--- src/rtl/ring_pkg.sv ---
package ring_pkg;
  typedef enum logic [1:0] {
    RS_STOP = 2'd0,
    RS_RUN  = 2'd1,
    RS_SUSP = 2'd2
  } ring_state_e;
endpackage

--- src/rtl/ring_stride_calc.sv ---
module ring_stride_calc #(
  parameter int ADDR_W     = 32,
  parameter int LEN_W      = 10,
  parameter int SKIP_W     = 3,
  parameter int BUS_BYTES  = 8,
  parameter int DESC_BYTES = 16
) (
  input  logic [SKIP_W-1:0] skip_len,
  input  logic [LEN_W-1:0]  ring_len,
  output logic [ADDR_W-1:0] stride,
  output logic [ADDR_W-1:0] span
);
  localparam int BUS_SHIFT = $clog2(BUS_BYTES);

  logic [ADDR_W-1:0] gap_bytes;
  logic [ADDR_W-1:0] entries;

  generate
    if ((1 << BUS_SHIFT) == BUS_BYTES) begin : g_pow2
      assign gap_bytes = ADDR_W'(skip_len) << BUS_SHIFT;
    end else begin : g_mul
      assign gap_bytes = ADDR_W'(skip_len) * ADDR_W'(BUS_BYTES);
    end
  endgenerate

  assign stride  = gap_bytes + ADDR_W'(DESC_BYTES);
  assign entries = ADDR_W'(ring_len) + ADDR_W'(1);
  assign span    = entries * stride;
endmodule

--- src/rtl/ring_next_addr.sv ---
module ring_next_addr #(
  parameter int ADDR_W = 32
) (
  input  logic [ADDR_W-1:0] cur,
  input  logic [ADDR_W-1:0] base,
  input  logic [ADDR_W-1:0] stride,
  input  logic [ADDR_W-1:0] span,
  output logic [ADDR_W-1:0] next
);
  logic [ADDR_W-1:0] offs;

  // The offset stays below 2*span while cur lies in the ring, so one
  // conditional subtraction replaces a full modulo.
  always_comb begin
    offs = cur - base + stride;
    if (offs >= span) next = base + (offs - span);
    else              next = base + offs;
  end
endmodule

--- src/rtl/ring_ptr_track.sv ---
module ring_ptr_track #(
  parameter int ADDR_W = 32
) (
  input  logic              clk,
  input  logic              rst_n,
  input  logic              start_go,
  input  logic              adv_ok,
  input  logic              base_wr,
  input  logic [ADDR_W-1:0] base_addr,
  input  logic              tail_wr,
  input  logic [ADDR_W-1:0] tail_addr,
  input  logic [ADDR_W-1:0] next_addr,
  output logic [ADDR_W-1:0] cur_q,
  output logic              empty_q,
  output logic              empty_d
);
  logic [ADDR_W-1:0] cur_d;

  always_comb begin
    cur_d   = cur_q;
    empty_d = empty_q;
    if (start_go) begin
      cur_d   = base_addr;
      empty_d = (base_addr == tail_addr);
    end else begin
      if (base_wr)     cur_d = base_addr;
      else if (adv_ok) cur_d = next_addr;
      if (adv_ok && !base_wr)                 empty_d = (next_addr == tail_addr);
      else if (tail_wr && tail_addr != cur_q) empty_d = 1'b0;
    end
  end

  always_ff @(posedge clk or negedge rst_n) begin
    if (!rst_n) begin
      cur_q   <= '0;
      empty_q <= 1'b1;
    end else begin
      cur_q   <= cur_d;
      empty_q <= empty_d;
    end
  end

  AST_START_RELOAD: assert property (@(posedge clk) disable iff (!rst_n)
    start_go |=> cur_q == $past(base_addr));
  AST_BASE_COPY: assert property (@(posedge clk) disable iff (!rst_n)
    (base_wr && !start_go) |=> cur_q == $past(base_addr));
  AST_EMPTY_AFTER_ADV: assert property (@(posedge clk) disable iff (!rst_n)
    (adv_ok && !base_wr && !start_go) |=> empty_q == (cur_q == $past(tail_addr)));
  AST_HOLD_IDLE: assert property (@(posedge clk) disable iff (!rst_n)
    (!adv_ok && !base_wr && !start_go) |=> $stable(cur_q));
endmodule

--- src/rtl/ring_ctrl_fsm.sv ---
module ring_ctrl_fsm
  import ring_pkg::*;
(
  input  logic        clk,
  input  logic        rst_n,
  input  logic        run_cmd,
  input  logic        dir_en,
  input  logic        advance,
  input  logic        own_valid,
  input  logic        own_ok,
  input  logic        tail_wr,
  input  logic        empty_d,
  output ring_state_e state_q,
  output logic        start_go,
  output logic        adv_ok,
  output logic        evt_unavail,
  output logic        evt_stopped
);
  ring_state_e state_d;
  logic        go;
  logic        unavail_d;
  logic        stopped_d;

  assign go       = run_cmd && dir_en;
  assign start_go = (state_q == RS_STOP) && go;
  assign adv_ok   = (state_q == RS_RUN) && go && advance;

  always_comb begin
    state_d   = state_q;
    unavail_d = 1'b0;
    stopped_d = 1'b0;
    unique case (state_q)
      RS_STOP: if (go) state_d = RS_RUN;
      RS_RUN: begin
        if (!go) begin
          state_d   = RS_STOP;
          stopped_d = 1'b1;
        end else if ((own_valid && !own_ok) || empty_d) begin
          state_d   = RS_SUSP;
          unavail_d = 1'b1;
        end
      end
      RS_SUSP: begin
        if (!go) begin
          state_d   = RS_STOP;
          stopped_d = 1'b1;
        end else if (tail_wr) begin
          state_d = RS_RUN;
        end
      end
      default: state_d = RS_STOP;
    endcase
  end

  always_ff @(posedge clk or negedge rst_n) begin
    if (!rst_n) begin
      state_q     <= RS_STOP;
      evt_unavail <= 1'b0;
      evt_stopped <= 1'b0;
    end else begin
      state_q     <= state_d;
      evt_unavail <= unavail_d;
      evt_stopped <= stopped_d;
    end
  end

  AST_STATE_LEGAL: assert property (@(posedge clk) disable iff (!rst_n)
    state_q != 2'd3);
  AST_UNAVAIL_FROM_RUN: assert property (@(posedge clk) disable iff (!rst_n)
    evt_unavail |-> (state_q == RS_SUSP) && ($past(state_q) == RS_RUN));
  AST_STOP_EVENT: assert property (@(posedge clk) disable iff (!rst_n)
    evt_stopped |-> (state_q == RS_STOP) && ($past(state_q) != RS_STOP));
  AST_EVT_EXCL: assert property (@(posedge clk) disable iff (!rst_n)
    !(evt_unavail && evt_stopped));
  AST_OWN_FAIL: assert property (@(posedge clk) disable iff (!rst_n)
    (state_q == RS_RUN && go && own_valid && !own_ok) |=> state_q == RS_SUSP);
endmodule

--- src/rtl/desc_ring_ptr.sv ---
module desc_ring_ptr #(
  parameter int ADDR_W     = 32,
  parameter int LEN_W      = 10,
  parameter int SKIP_W     = 3,
  parameter int BUS_BYTES  = 8,
  parameter int DESC_BYTES = 16
) (
  input  logic              clk,
  input  logic              rst_n,
  input  logic              dir_en,
  input  logic              run_cmd,
  input  logic [ADDR_W-1:0] base_addr,
  input  logic              base_wr,
  input  logic [ADDR_W-1:0] tail_addr,
  input  logic              tail_wr,
  input  logic [LEN_W-1:0]  ring_len,
  input  logic [SKIP_W-1:0] skip_len,
  input  logic              advance,
  input  logic              own_valid,
  input  logic              own_ok,
  output logic [ADDR_W-1:0] cur_addr,
  output logic              ring_empty,
  output logic [1:0]        state,
  output logic              evt_unavail,
  output logic              evt_stopped
);
  import ring_pkg::*;

  logic [ADDR_W-1:0] stride;
  logic [ADDR_W-1:0] span;
  logic [ADDR_W-1:0] next_addr;
  logic              start_go;
  logic              adv_ok;
  logic              empty_d;
  ring_state_e       st;

  ring_stride_calc #(
    .ADDR_W(ADDR_W), .LEN_W(LEN_W), .SKIP_W(SKIP_W),
    .BUS_BYTES(BUS_BYTES), .DESC_BYTES(DESC_BYTES)
  ) u_stride (
    .skip_len(skip_len), .ring_len(ring_len), .stride(stride), .span(span)
  );

  ring_next_addr #(.ADDR_W(ADDR_W)) u_next (
    .cur(cur_addr), .base(base_addr), .stride(stride), .span(span), .next(next_addr)
  );

  ring_ptr_track #(.ADDR_W(ADDR_W)) u_ptr (
    .clk(clk), .rst_n(rst_n), .start_go(start_go), .adv_ok(adv_ok),
    .base_wr(base_wr), .base_addr(base_addr), .tail_wr(tail_wr),
    .tail_addr(tail_addr), .next_addr(next_addr), .cur_q(cur_addr),
    .empty_q(ring_empty), .empty_d(empty_d)
  );

  ring_ctrl_fsm u_fsm (
    .clk(clk), .rst_n(rst_n), .run_cmd(run_cmd), .dir_en(dir_en),
    .advance(advance), .own_valid(own_valid), .own_ok(own_ok),
    .tail_wr(tail_wr), .empty_d(empty_d), .state_q(st),
    .start_go(start_go), .adv_ok(adv_ok),
    .evt_unavail(evt_unavail), .evt_stopped(evt_stopped)
  );

  assign state = st;

  AST_WRAP_TO_BASE: assert property (@(posedge clk) disable iff (!rst_n)
    (adv_ok && !base_wr && (cur_addr - base_addr + stride == span)) |=>
      cur_addr == $past(base_addr));
endmodule

--- config.mk ---
export PLATFORM = sky130hd
export DESIGN_NAME = desc_ring_ptr
export DESIGN_NICKNAME = d
export VERILOG_FILES = /design/src/rtl/ring_pkg.sv /design/src/rtl/ring_stride_calc.sv /design/src/rtl/ring_next_addr.sv /design/src/rtl/ring_ptr_track.sv /design/src/rtl/ring_ctrl_fsm.sv /design/src/rtl/desc_ring_ptr.sv
export SDC_FILE = /design/constraint.sdc
export NUM_CORES = 1
export LEC_CHECK = 0
export ABC_AREA = 1
export BUFFER_PORTS_ARGS = -buffer_cell sky130_fd_sc_hd__clkbuf_2
export CAP_MARGIN = 0
export CELL_PAD_IN_SITES_DETAIL_PLACEMENT = 0
export CELL_PAD_IN_SITES_GLOBAL_PLACEMENT = 1
export CORE_MARGIN = 4
export CORE_UTILIZATION = 44
export CTS_CLUSTER_SIZE = 30
export DETAILED_ROUTE_END_ITERATION = 8
export PLACE_DENSITY = 0.81
export SYNTH_ARGS = -nofsm -noshare
export SYNTH_HDL_FRONTEND = slang
export SYNTH_SLANG_ARGS = --single-unit
--- constraint.sdc ---
create_clock -name clk -period 6.5 [get_ports clk]
set_input_delay 0.65 -clock clk [delete_from_list [all_inputs] [get_ports clk]]
set_output_delay 0.65 -clock clk [all_outputs]
set_load 0.005 [all_outputs]
=== Word-level counts from Yosys, hierarchy flattened ===
Cells that the tools add are included.

* Reductions and logical operators: 14
* Multiplexer cells: 18
* Equal/unequal tests: 8
* Magnitude comparators: 1
* $add $sub $neg: 7
* Multiply operators: 1

{| class="wikitable"
|+ Operators by type and width
! cell !! number
|-
| 32-bit two-way mux || 4
|-
| 32-bit adder || 2
|-
| 32-bit == test || 2
|-
| 32-bit by 7-bit adder with 32-bit output || 1
|-
| 32-bit by 18-bit >= comparator with 1-bit output || 1
|-
| 32-bit != test || 1
|-
| 32-bit by 18-bit subtractor with 32-bit output || 1
|-
| 32-bit subtractor || 1
|-
| 11-bit by 7-bit multiplier with 18-bit output || 1
|-
| 10-bit by 1-bit adder with 11-bit output, second input constant || 1
|-
| 2-bit two-way mux || 5
|-
| 1-bit two-way mux || 8
|-
| 6-bit by 5-bit adder with 7-bit output, second input constant || 1
|-
| 1-bit logical AND || 7
|-
| 3-bit != test, second input constant || 2
|-
| 2-bit case mux with 3 select lines || 1
|-
| 3-bit AND reduction || 1
|-
| 3-bit nonzero test || 1
|-
| 2-bit by 1-bit == test with 1-bit output, second input constant || 1
|-
| 2-bit == test, second input constant || 1
|-
| 1-bit zero test || 2
|-
| 2-bit zero test || 1
|-
| 2-bit by 1-bit != test with 1-bit output, second input constant || 1
|-
| 2-bit OR reduction || 1
|-
| 1-bit logical OR || 1
|}

* Input port bits: 86
* Output and inout bits: 37
* Register bits: 37

=== Depth between registers and ports, before layout ===
Gate-level depths: netlist (run 1).

* Word-level depth: 12
* Gate-level depth with buffers: 58
* Depth with buffers taken out: 58

=== Modules after synthesis ===
From an unflattened synthesis (run 1), not the netlist that was laid out.

* Cells, all modules: 2186
* Area total of the unflattened synthesis: 13992.2 um^2

{| class="wikitable"
|+ Modules (own cells, without submodules)
! module !! sequential area each (um^2) !! area an instance (um^2) !! times used !! cells an instance
|-
| ring_next_addr || 0.0 || 8669.6 || 1 || 1416
|-
| ring_ptr_track || 827.0 || 2731.4 || 1 || 394
|-
| ring_stride_calc || 0.0 || 2296.0 || 1 || 338
|-
| ring_ctrl_fsm || 100.1 || 295.3 || 1 || 38
|}

=== Worst setup path after synthesis (run 1) ===
OpenSTA, ideal clock, no wires.

* Kind: in2reg
* Start: input ring_len[0]
* End: register u_fsm.state_q[0]
* Setup slack: -0.653 ns
* Cell stages on the path: 48
* Library setup time: 0.117 ns
* Buffers on the path: 1
* Data arrival time: 7.037 ns
* Cell sequence: ha_1 > nand3_1 > inv_1 > nand3_1 > xor2_1 > nor2_1 > fa_1 > inv_1 > fa_1 > inv_1 > ha_1 > ha_1 > ha_1 > nand2_1 > inv_1 > nand2_1 > nand2_1 > a21oi_1 > [12 not listed] > nand2_1 > or2_2 > nand2_1 > nand2_1 > nand3_1 > nand2_1 > clkinv_1 > nand2_1 > nor2_1 > nand2_1 > nor2_1 > nand2_1 > nand2_1 > nand2_2 > nand4_1 > nand2_1 > nand2_1 > nand2_1

* Word-level cells in the longest chain between the ends: 11
* Elaborated cells on any way between the ends: 12
* Classes of those cells: add/sub: 3; mul: 1; order compare: 1; eq/ne: 2; mux: 3; reduce/logical: 2

{| class="wikitable"
|+ Ends and longest elaborated chain
! what !! line !! text
|-
| start: declaration || desc_ring_ptr.sv:16 || <nowiki>input logic [LEN_W-1:0] ring_len,</nowiki>
|-
| 10-bit by 1-bit adder with 11-bit output * || ring_stride_calc.sv:27 || <nowiki>assign entries = ADDR_W'(ring_len) + ADDR_W'(1);</nowiki>
|-
| 11-bit by 7-bit multiplier with 18-bit output * || ring_stride_calc.sv:28 || <nowiki>assign span = entries * stride;</nowiki>
|-
| 32-bit by 18-bit subtractor with 32-bit output || ring_next_addr.sv:16 || <nowiki>if (offs >= span) next = base + (offs - span);</nowiki>
|-
| 32-bit adder || ring_next_addr.sv:16 ||
|-
| 32-bit two-way mux * || ring_next_addr.sv:16 ||
|-
| 32-bit == test * || ring_ptr_track.sv:28 || <nowiki>if (adv_ok && !base_wr) empty_d = (next_addr == tail_addr);</nowiki>
|-
| 1-bit two-way mux * || ring_ptr_track.sv:28 ||
|-
| 1-bit two-way mux * || ring_ptr_track.sv:22 || <nowiki>if (start_go) begin</nowiki>
|-
| 1-bit logical OR * || ring_ctrl_fsm.sv:38 || <nowiki>end else if ((own_valid && !own_ok) || empty_d) begin</nowiki>
|-
| 3-bit != test (no line) * || - ||
|-
| 3-bit AND reduction (no line) * || - ||
|-
| end signal: assignment || ring_ctrl_fsm.sv:61 || <nowiki>state_q <= state_d;</nowiki>
|-
| end: declaration || ring_ctrl_fsm.sv:13 || <nowiki>output ring_state_e state_q,</nowiki>
|}

Mark *: on every way between the ends. The rest lies on a longest branch, timed or not.
A chain may end at the register's enable or synchronous reset.

=== Final worst setup path (run 1) ===
* Start: input ring_len[1]
* End: register u_fsm.state_q[1]

Same word-level chain as after synthesis.

==> results of run 1 <==
==> synth_stat cells, types with 4 or more instances <==
cell        n
nor2_1    166
nor4_1      7
nand3_1   146
nand3_2    16
o21ai_0    36
a31oi_1    13
a21o_1     12
inv_2      12
fa_1       38
o21bai_1    8
or2_2       9
xnor2_1    68
nor3_1     25
ha_1      191
nand2_1   687
a21boi_0    4
clkbuf_1   12
dfrtp_1    36
inv_1     398
clkinv_1    7
xor2_1     52
nand2_2    12
nand3b_1   21
nand4_1    27
nor2_2     16
o221ai_1   21
o211ai_1   20
a21oi_1    95
==> routing by layer <==
metal	vias to the layer above	part of all wire, %
met5	-	0
met4	0	5.9
met3	159	6.7
met2	738	46
met1	7340	41
li1	7671	-
==> cell type report <==
| class | instances | area, um2 | area share [%] |
|---|---|---|---|
| timing repair buffer | 387 | 2706 | 15.47 |
| clock buffer | 6 | 138.9 | 0.7941 |
| sequential | 37 | 927.1 | 5.301 |
| inverter | 417 | 1568 | 8.964 |
| multi-input combinational | 1711 | 11630 | 66.50 |
| clock inverter | 2 | 37.54 | 0.2146 |
| tap | 384 | 480.5 | 2.747 |
==> path summary, 6_finish.rpt <==
kind | to | slack [ns]
worst max-delay path | u_fsm.state_q[1] | -0.73
worst min-delay path | u_fsm.evt_stopped | 0.52
worst max register to register | u_fsm.state_q[0] | 0.55
worst min register to register | u_fsm.state_q[1] | 0.58
max in group asynchronous | u_ptr.cur_q[22] | 5.30
min in group clk | u_fsm.state_q[1] | 0.58
==> timing repair <==
action,in CTS,in global routing
pin swaps,37,102
setup endpoints to repair,20,25
buffers inserted,13,10
resized for setup,69,156
==> registers in the layout, summed over array words and instances (netlist names), named ones only <==
register / flops
u_ptr.empty_q: 1
u_fsm.evt_stopped: 1
u_fsm.state_q: 2
u_ptr.cur_q: 31
u_fsm.evt_unavail: 1
==> worst max-delay path: cells and delay by family <==
family	cells	cell delay (ns)
adder cells (fa/ha/maj)	7	2.51
AND/OR/NAND/NOR	27	2.36
XOR/XNOR	2	0.31
buffers and inverters	10	0.65
AO/OA/AOI/OAI	5	0.91
==> metrics by stage <==
stage / std cells / util (%) / setup WS (ns)
global route: 2944 / 60.28 / -1.047
floorplan: 2186 / - / -0.3572
CTS: 2936 / 57.85 / -0.6512
detailed placement: 2916 / 55.66 / -1.602
global placement: 2916 / 55.66 / -1.551
finish: 2944 / 60.28 / -0.7329
==> cells by family after synthesis <==
kind of cell	Yosys count	synth area share (%)
AO/OA/AOI/OAI	221	10.27
flip-flops	37	7.090
AND/OR/NAND/NOR	1141	37.59
XOR/XNOR	120	8.038
adder cells (fa/ha/maj)	229	24.09
buffers and inverters	438	12.92
==> summary.md, run 1 <==
| Metric | Value |
|---|---|
| Status | `complete, but fails checks` |
| Failing checks | `setup timing` |
| Hold-fix buffers at CTS | `0` |
| Area Overhead vs Synth | `33.75%` |
| Nets@finish | `2,874` |
| First-pass DRT Iterations | `6` |
| CP peak stage delay | `0.60 ns` |
| Async SR Flop Fraction | `100.0%` |
| YS warnings | `0` |
| Register-to-Register Path Depth | `43` |
| Largest net degree at the start of global routing | `38` |
| Rel. slew slack | `17.70%` |
| Final wirelength | `56,970 um` |
| DRT iter0 DRCs | `1,408` |
| Clock slew seen by the registers of the worst setup and hold paths | `0.07 ns` |
| Grt peak-use layer | `met2` |
| Global-route wire length before repair | `85,160 um` |
| RSZ-0062 raised after global routing | `true` |
| Initial antenna violation count | `1` |
| Met1 Use GR | `43.06%` |
| Filler cells | `2,937` |
| Fin area | `0.01749 mm2` |
| Crit share post-route | `111.3%` |
| Die X | `180.4 um` |
| Top cell type's share of synthesized area | `19.72%` |
| Crit path kind | `in2reg` |
| Syn_area_per_cell | `5.982 um2` |
| DR vias/cell | `5.404` |
| Post-synth EDFFs | `0` |
| Fin Hold WS | `0.5244 ns` |
| Critical path fanouts, max | `3` |
| Total inserted antenna cells | `0` |
| Max-cap viol count | `0` |
| Final Max Tran Viols | `0` |
| Area leader, netlist | `nand2_1` |
| GR Util met3 | `3.553%` |
| Routed Antenna Nets | `0` |
| GR Util All Layers | `33.20%` |
| CTS tree | `yes` |
| IO buf count | `122` |
| Crit end category | `flop` |
| Remaining DRCs | `0` |
| Row count | `62` |
| Most common cell after layout, fill and taps aside | `nand2_1` |
| Worst-skew pair later-pin latency | `0.30 ns` |
| Worst Hold Class | `in2async` |
| DR vias | `15.91k` |
| Ports | `123` |
| Starting Density | `45.07%` |
| GP Congestion | `1.053` |
| Worst EP required | `6.70 ns` |
| Final Hold Viols | `0` |
| Total gr overflow | `0` |
| Met2 Usage GRT | `55.24%` |
| Mapped cell area | `0.01308 mm2` |
| H-tree Lvls | `2` |
| Top FF cell, synth | `dfrtp_1` |
| Vias in the first global route | `15.30k` |
| Post-DP Area | `0.01615 mm2` |
| Crit path max-delay cell type | `fa_1` |
| Clock skew | `0.009646 ns` |
| Final setup vio count | `5` |
| Fmax | `138.3 MHz` |
| Total CTS buffers | `5` |
| Clock Tree Root | `clkbuf_16` |
| Worst Setup SP | `ring_len[1]` |
| Least-Margin Pin Slew | `1.234 ns` |
| Sequential area share after synthesis | `7.090%` |
| Die Ht | `180.4 um` |
| TritonCTS Sinks | `37` |
| Core Region | `0.02901 mm2` |
| Hpwl dp | `49,020 um` |
| Top cells by area, synth | `nand2_1, ha_1, inv_1` |
| Crit path time final | `7.233 ns` |
| CP arrival | `7.43 ns` |
| Total die area | `0.03254 mm2` |
| Nature of the critical path startpoint | `input pin` |
| Share of layout cells above drive strength 1 | `25.51%` |
| Syn Nets | `2,501` |
| WL per Instance | `19.35 um` |
| #FFs+latches synth | `37` |
| Total Negative Setup Slacks | `-2.569 ns` |
| Crit-path most repeated cell | `nand2_1` |
| Max Buffers Root-to-Sink | `2` |
| Most frequent cells in the layout | `nand2_1, inv_1, buf_4, ha_1, nor2_1` |
| Synthesized netlist cell count | `2,186` |
| Final setup margin | `-0.7329 ns` |
| Unique masters post-synth | `47` |
Power of run 1 is not shown: default switching activity piles up to over one toggle a cycle in this logic, so the estimate is an artifact.
==> run 2: changes to the inputs <==
--- a/config.mk
+++ b/config.mk
@@ -8,13 +8,13 @@
 export ABC_AREA = 1
 export BUFFER_PORTS_ARGS = -buffer_cell sky130_fd_sc_hd__clkbuf_2
 export CAP_MARGIN = 0
-export CELL_PAD_IN_SITES_DETAIL_PLACEMENT = 0
-export CELL_PAD_IN_SITES_GLOBAL_PLACEMENT = 1
+export CELL_PAD_IN_SITES_DETAIL_PLACEMENT = 1
+export CELL_PAD_IN_SITES_GLOBAL_PLACEMENT = 2
 export CORE_MARGIN = 4
-export CORE_UTILIZATION = 44
+export CORE_UTILIZATION = 33
 export CTS_CLUSTER_SIZE = 30
 export DETAILED_ROUTE_END_ITERATION = 8
-export PLACE_DENSITY = 0.81
+export PLACE_DENSITY = 0.8
 export SYNTH_ARGS = -nofsm -noshare
 export SYNTH_HDL_FRONTEND = slang
 export SYNTH_SLANG_ARGS = --single-unit
==> constraint.sdc (replaced) <==
create_clock -name clk -period 8.2 [get_ports clk]
set_input_delay 0.82 -clock clk [delete_from_list [all_inputs] [get_ports clk]]
set_output_delay 0.82 -clock clk [all_outputs]
set_load 0.005 [all_outputs]
==> run 2 against run 1 <==
The run now ends clean. Highest routed layer unchanged. First-iteration DRC count down 40%. Flip-flop and latch count is the same. Global-route usage shrank 5.7 points.
==> summary.md, run 2 (synthesis gave the netlist of run 1 again) <==
| Metric | Value |
|---|---|
| Status | `complete, no violations` |
| Crit path kind | `in2reg` |
| Nets@finish | `2,675` |
| CP arrival | `8.00 ns` |
| Largest net degree at the start of global routing | `38` |
| GP Congestion | `0.9545` |
| Worst-skew pair later-pin latency | `0.31 ns` |
| First-pass DRT Iterations | `7` |
| H-tree Lvls | `2` |
| Filler cells | `5,309` |
| IO buf count | `122` |
| Routed Antenna Nets | `0` |
| Rel. slew slack | `21.04%` |
| Share of layout cells above drive strength 1 | `13.51%` |
| Ports | `123` |
| Die X | `207.1 um` |
| Clock Tree Root | `clkbuf_16` |
| Fmax | `128.2 MHz` |
| Nature of the critical path startpoint | `input pin` |
| Final Max Tran Viols | `0` |
| Critical path fanouts, max | `4` |
| Top reg by flops | `u_ptr.cur_q` |
| Most common cell after layout, fill and taps aside | `nand2_1` |
| Total gr overflow | `0` |
| Top flop regs | `u_ptr.cur_q (31), u_fsm.state_q (2)` |
| Crit end category | `flop` |
| Worst Hold Class | `in2async` |
| DR vias | `14.90k` |
| Crit-path most repeated cell | `nand2_1` |
| Crit path time final | `7.799 ns` |
| Hold-fix buffers at CTS | `0` |
| Crit share post-route | `95.11%` |
| Row count | `72` |
| CP peak stage delay | `0.54 ns` |
| WL per Instance | `21.48 um` |
| Fin util | `39.13%` |
| Remaining DRCs | `0` |
| Max-cap viol count | `0` |
| Hpwl dp | `54,340 um` |
| DRT iter0 DRCs | `838` |
| Die Ht | `207.1 um` |
| Worst EP required | `8.40 ns` |
| Max FFs per register | `31` |
| Clock skew | `0.004195 ns` |
| Vias in the first global route | `15.48k` |
| Total CTS buffers | `5` |
| Area Overhead vs Synth | `16.46%` |
| Final setup vio count | `0` |
| GR Util All Layers | `27.48%` |
| Core Region | `0.03892 mm2` |
| Final Hold Viols | `0` |
| Initial antenna violation count | `0` |
| Max Buffers Root-to-Sink | `2` |
| CTS tree | `yes` |
| Total die area | `0.04287 mm2` |
| Global-route wire length before repair | `92,020 um` |
| Most frequent cells in the layout | `nand2_1, inv_1, ha_1, nor2_1, nand3_1` |
| DR vias/cell | `5.176` |
| Final wirelength | `61,840 um` |
| Crit path max-delay cell type | `fa_1` |
| Total inserted antenna cells | `0` |
| Clock slew seen by the registers of the worst setup and hold paths | `0.07 ns` |
| TritonCTS Sinks | `37` |
| Least-Margin Pin Slew | `1.183 ns` |
| Starting Density | `33.60%` |
run 2: cell count changes in the layout (fill, tap and decap cells not counted), moves of 18 or more:
cell / change
ha_4: -19
buf_4: -188
inv_2: -18
nand2_1: +50
nand2_2: -40
run 2: layout make-up:
cell class	instances	area (um2)	area share, %
tap	518	648.1	4.256
multi-input combinational	1711	10790	70.87
inverter	417	1565	10.28
clock inverter	2	37.54	0.2465
timing repair buffer	188	1119	7.345
clock buffer	6	138.9	0.9120
sequential	37	927.1	6.088
run 2: final timing paths:
check	slack, ns	end	startpoint	cells past startpoint
worst min-delay path	0.59	async pin	rst_n	2
worst min register to register	0.59	u_fsm.state_q[0]	u_fsm.state_q[0]	2
min in group clk	0.59	u_fsm.state_q[0]	u_fsm.state_q[0]	2
max in group asynchronous	7.20	u_ptr.cur_q[25]	rst_n	2
worst max register to register	1.48	u_fsm.state_q[1]	flop	39
worst max-delay path	0.40	u_fsm.state_q[1]	ring_len[0]	52
run 2: layer usage:
metal	part of all wire (%)	global-route usage, %	vias to the layer above
met5	0	0	-
met4	4.1	9.348	0
met3	3.5	2.451	98
met2	47	47.37	373
met1	45	36.16	7164
li1	-	-	7267
run 2: repair_timing:
| item | 4_1_cts | 5_1_grt |
|---|---|---|
| buffers inserted | 0 | 5 |
| endpoints found under the setup margin | 0 | 4 |
| resized for setup | 0 | 61 |
run 2: critical path, delay by kind of cell:
family                   cells  cell delay, ns
AO/OA/AOI/OAI                3            0.47
XOR/XNOR                     1            0.23
adder cells (fa/ha/maj)      7            2.56
buffers and inverters       11            0.82
AND/OR/NAND/NOR             30            3.07
run 2: stage by stage:
step | TNS (ns) | hold WS, ns | instance area, um2 | worst slack, ns | cells
finish | 0 | 0.5873 | 15230 | 0.4008 | 2879
global route | -0.1601 | 0.6174 | 15230 | -0.09025 | 2879
CTS | 0 | 0.5899 | 14860 | 0.04024 | 2874
detailed placement | -0.5435 | 0.5732 | 14690 | -0.2445 | 2866
global placement | -0.09290 | 0.5643 | 14690 | -0.04653 | 2866
floorplan | 0 | 0.5244 | 13080 | 0.8765 | 2186
Power of run 2 is left out for the same reason.
==> run 3: changes to the inputs <==
==> constraint.sdc (replaced) <==
create_clock -name clk -period 8.2 [get_ports clk]
set_input_delay 0.41 -clock clk [delete_from_list [all_inputs] [get_ports clk]]
set_output_delay 0.41 -clock clk [all_outputs]
set_load 0.005 [all_outputs]
==> run 3 against run 2 <==
Clock skew about the same. Count of clock-buffer cells in the layout unchanged. Sequential share of layout area increased by 0.19 points. Via count decreased by 0.74%. Core utilization decreased by 1.2 points. Non-clock buffer count decreased by 23. Critical path depth decreased by 5.
==> summary.md, run 3 (synthesis gave the netlist of run 1 again) <==
| Metric | Value |
|---|---|
| Crit-path most repeated cell | `nand2_1` |
| Crit share post-route | `94.92%` |
| CP top delay family | `adder cells` |
| Final cell count without fillers | `2,856` |
| Fin area | `0.01477 mm2` |
| Max FFs per register | `31` |
| WL met1 | `26,580 um` |
| Least-Margin Pin Slew | `1.223 ns` |
| Crit path kind | `in2reg` |
| Post-DP Area | `0.01453 mm2` |
| Pre-CTS WS | `-0.05940 ns` |
| Total CTS buffers | `5` |
| Core Region | `0.03892 mm2` |
| DRT iter0 DRCs | `925` |
| Worst EP required | `8.40 ns` |
| WL met3 | `3065 um` |
| Most frequent cells in the layout | `nand2_1, inv_1, ha_1, nor2_1, nand3_1` |
| Nature of the critical path startpoint | `input pin` |
| DP Cell Count | `2,847` |
| CP arrival | `7.98 ns` |
| GR Util All Layers | `27.11%` |
| Share of layout cells above drive strength 1 | `11.08%` |
| Crit path time final | `7.783 ns` |
| Initial antenna violation count | `0` |
| DR vias/cell | `5.179` |
| Final setup vio count | `0` |
| Clock skew | `0.004521 ns` |
| Total die area | `0.04287 mm2` |
| Max-cap viol count | `0` |
| First-pass DRT Iterations | `5` |
| Row count | `72` |
| Rel. slew slack | `18.38%` |
| Ports | `123` |
| Area Overhead vs Synth | `12.98%` |
| Die X | `207.1 um` |
| Final Hold Viols | `0` |
| Final Max Tran Viols | `0` |
| IO buf count | `122` |
| Remaining DRCs | `0` |
| TritonCTS Sinks | `37` |
| Highest metal used | `met4` |
| Clock slew seen by the registers of the worst setup and hold paths | `0.07 ns` |
| Final wirelength | `60,140 um` |
| Routed Antenna Nets | `0` |
| Buf/Inv on CP | `7` |
| Total Negative Setup Slacks | `0 ns` |
| Crit path max-delay cell type | `fa_1` |
| Worst Setup SP | `ring_len[0]` |
| Die Ht | `207.1 um` |
| Vias in the first global route | `15.40k` |
| Fmax | `128.5 MHz` |
| Nets@finish | `2,652` |
| Hold-fix buffers at CTS | `0` |
| Most common cell after layout, fill and taps aside | `nand2_1` |
| Crit end category | `flop` |
| Worst Hold Class | `in2async` |
| Final setup margin | `0.4166 ns` |
| WL per Instance | `21.06 um` |
| Critical path fanouts, max | `6` |
| Met2 WL | `27,750 um` |
| CTS tree | `yes` |
| Starting Density | `33.60%` |
| DR vias | `14.79k` |
| Global-route wire length before repair | `90,690 um` |
| Status | `complete, no violations` |
| Total gr overflow | `0` |
| Max Buffers Root-to-Sink | `2` |
| Top flop regs | `u_ptr.cur_q (31), u_fsm.state_q (2)` |
| GP Congestion | `0.9678` |
| Worst-skew pair later-pin latency | `0.31 ns` |
| CP peak stage delay | `0.52 ns` |
| Largest net degree at the start of global routing | `38` |
| H-tree Lvls | `2` |
| Total inserted antenna cells | `0` |
| Hpwl dp | `53,610 um` |
| Top reg by flops | `u_ptr.cur_q` |
| Clock Tree Root | `clkbuf_16` |
-- run 3: final timing paths --
path / endpoint / slack [ns] / depth (start not counted)
max reg2reg: u_fsm.state_q[1] / 1.53 / 38
max in group asynchronous: u_ptr.cur_q[28] / 7.61 / 2
min in group clk: flop / 0.37 / 3
min reg2reg: u_fsm.state_q[1] / 0.59 / 2
max: u_fsm.state_q[1] / 0.42 / 47
min: u_ptr.cur_q[2] / 0.18 / 2
-- run 3: through the flow --
stage                     hold WS (ns)  utilization [%]
after floorplan                 0.1144                -
after global placement          0.5184            37.34
after detailed placement        0.5183            37.34
after CTS                       0.1935            37.77
after global routing            0.2189            37.96
final                           0.1793            37.96
-- run 3: layout make-up --
| type | instances | area [um2] |
|---|---|---|
| multi-input combinational | 1711 | 10530 |
| timing repair buffer | 165 | 933.4 |
| tap | 518 | 648.1 |
| inverter | 417 | 1565 |
| sequential | 37 | 927.1 |
| fill | 5366 | 24140 |
| clock inverter | 2 | 38.79 |
| clock buffer | 6 | 128.9 |
-- run 3: repair_timing --
item,4_1_cts,5_1_grt
gates resized for setup,0,17
setup buffers,0,1
endpoints found under the setup margin,0,4
-- run 3: layer usage --
layer | vias up | track usage (%)
li1 | 7233 | -
met1 | 7060 | 34.85
met2 | 391 | 46.22
met3 | 107 | 3.933
met4 | 0 | 10.01
met5 | - | 0
Power of run 3 is left out for the same reason.
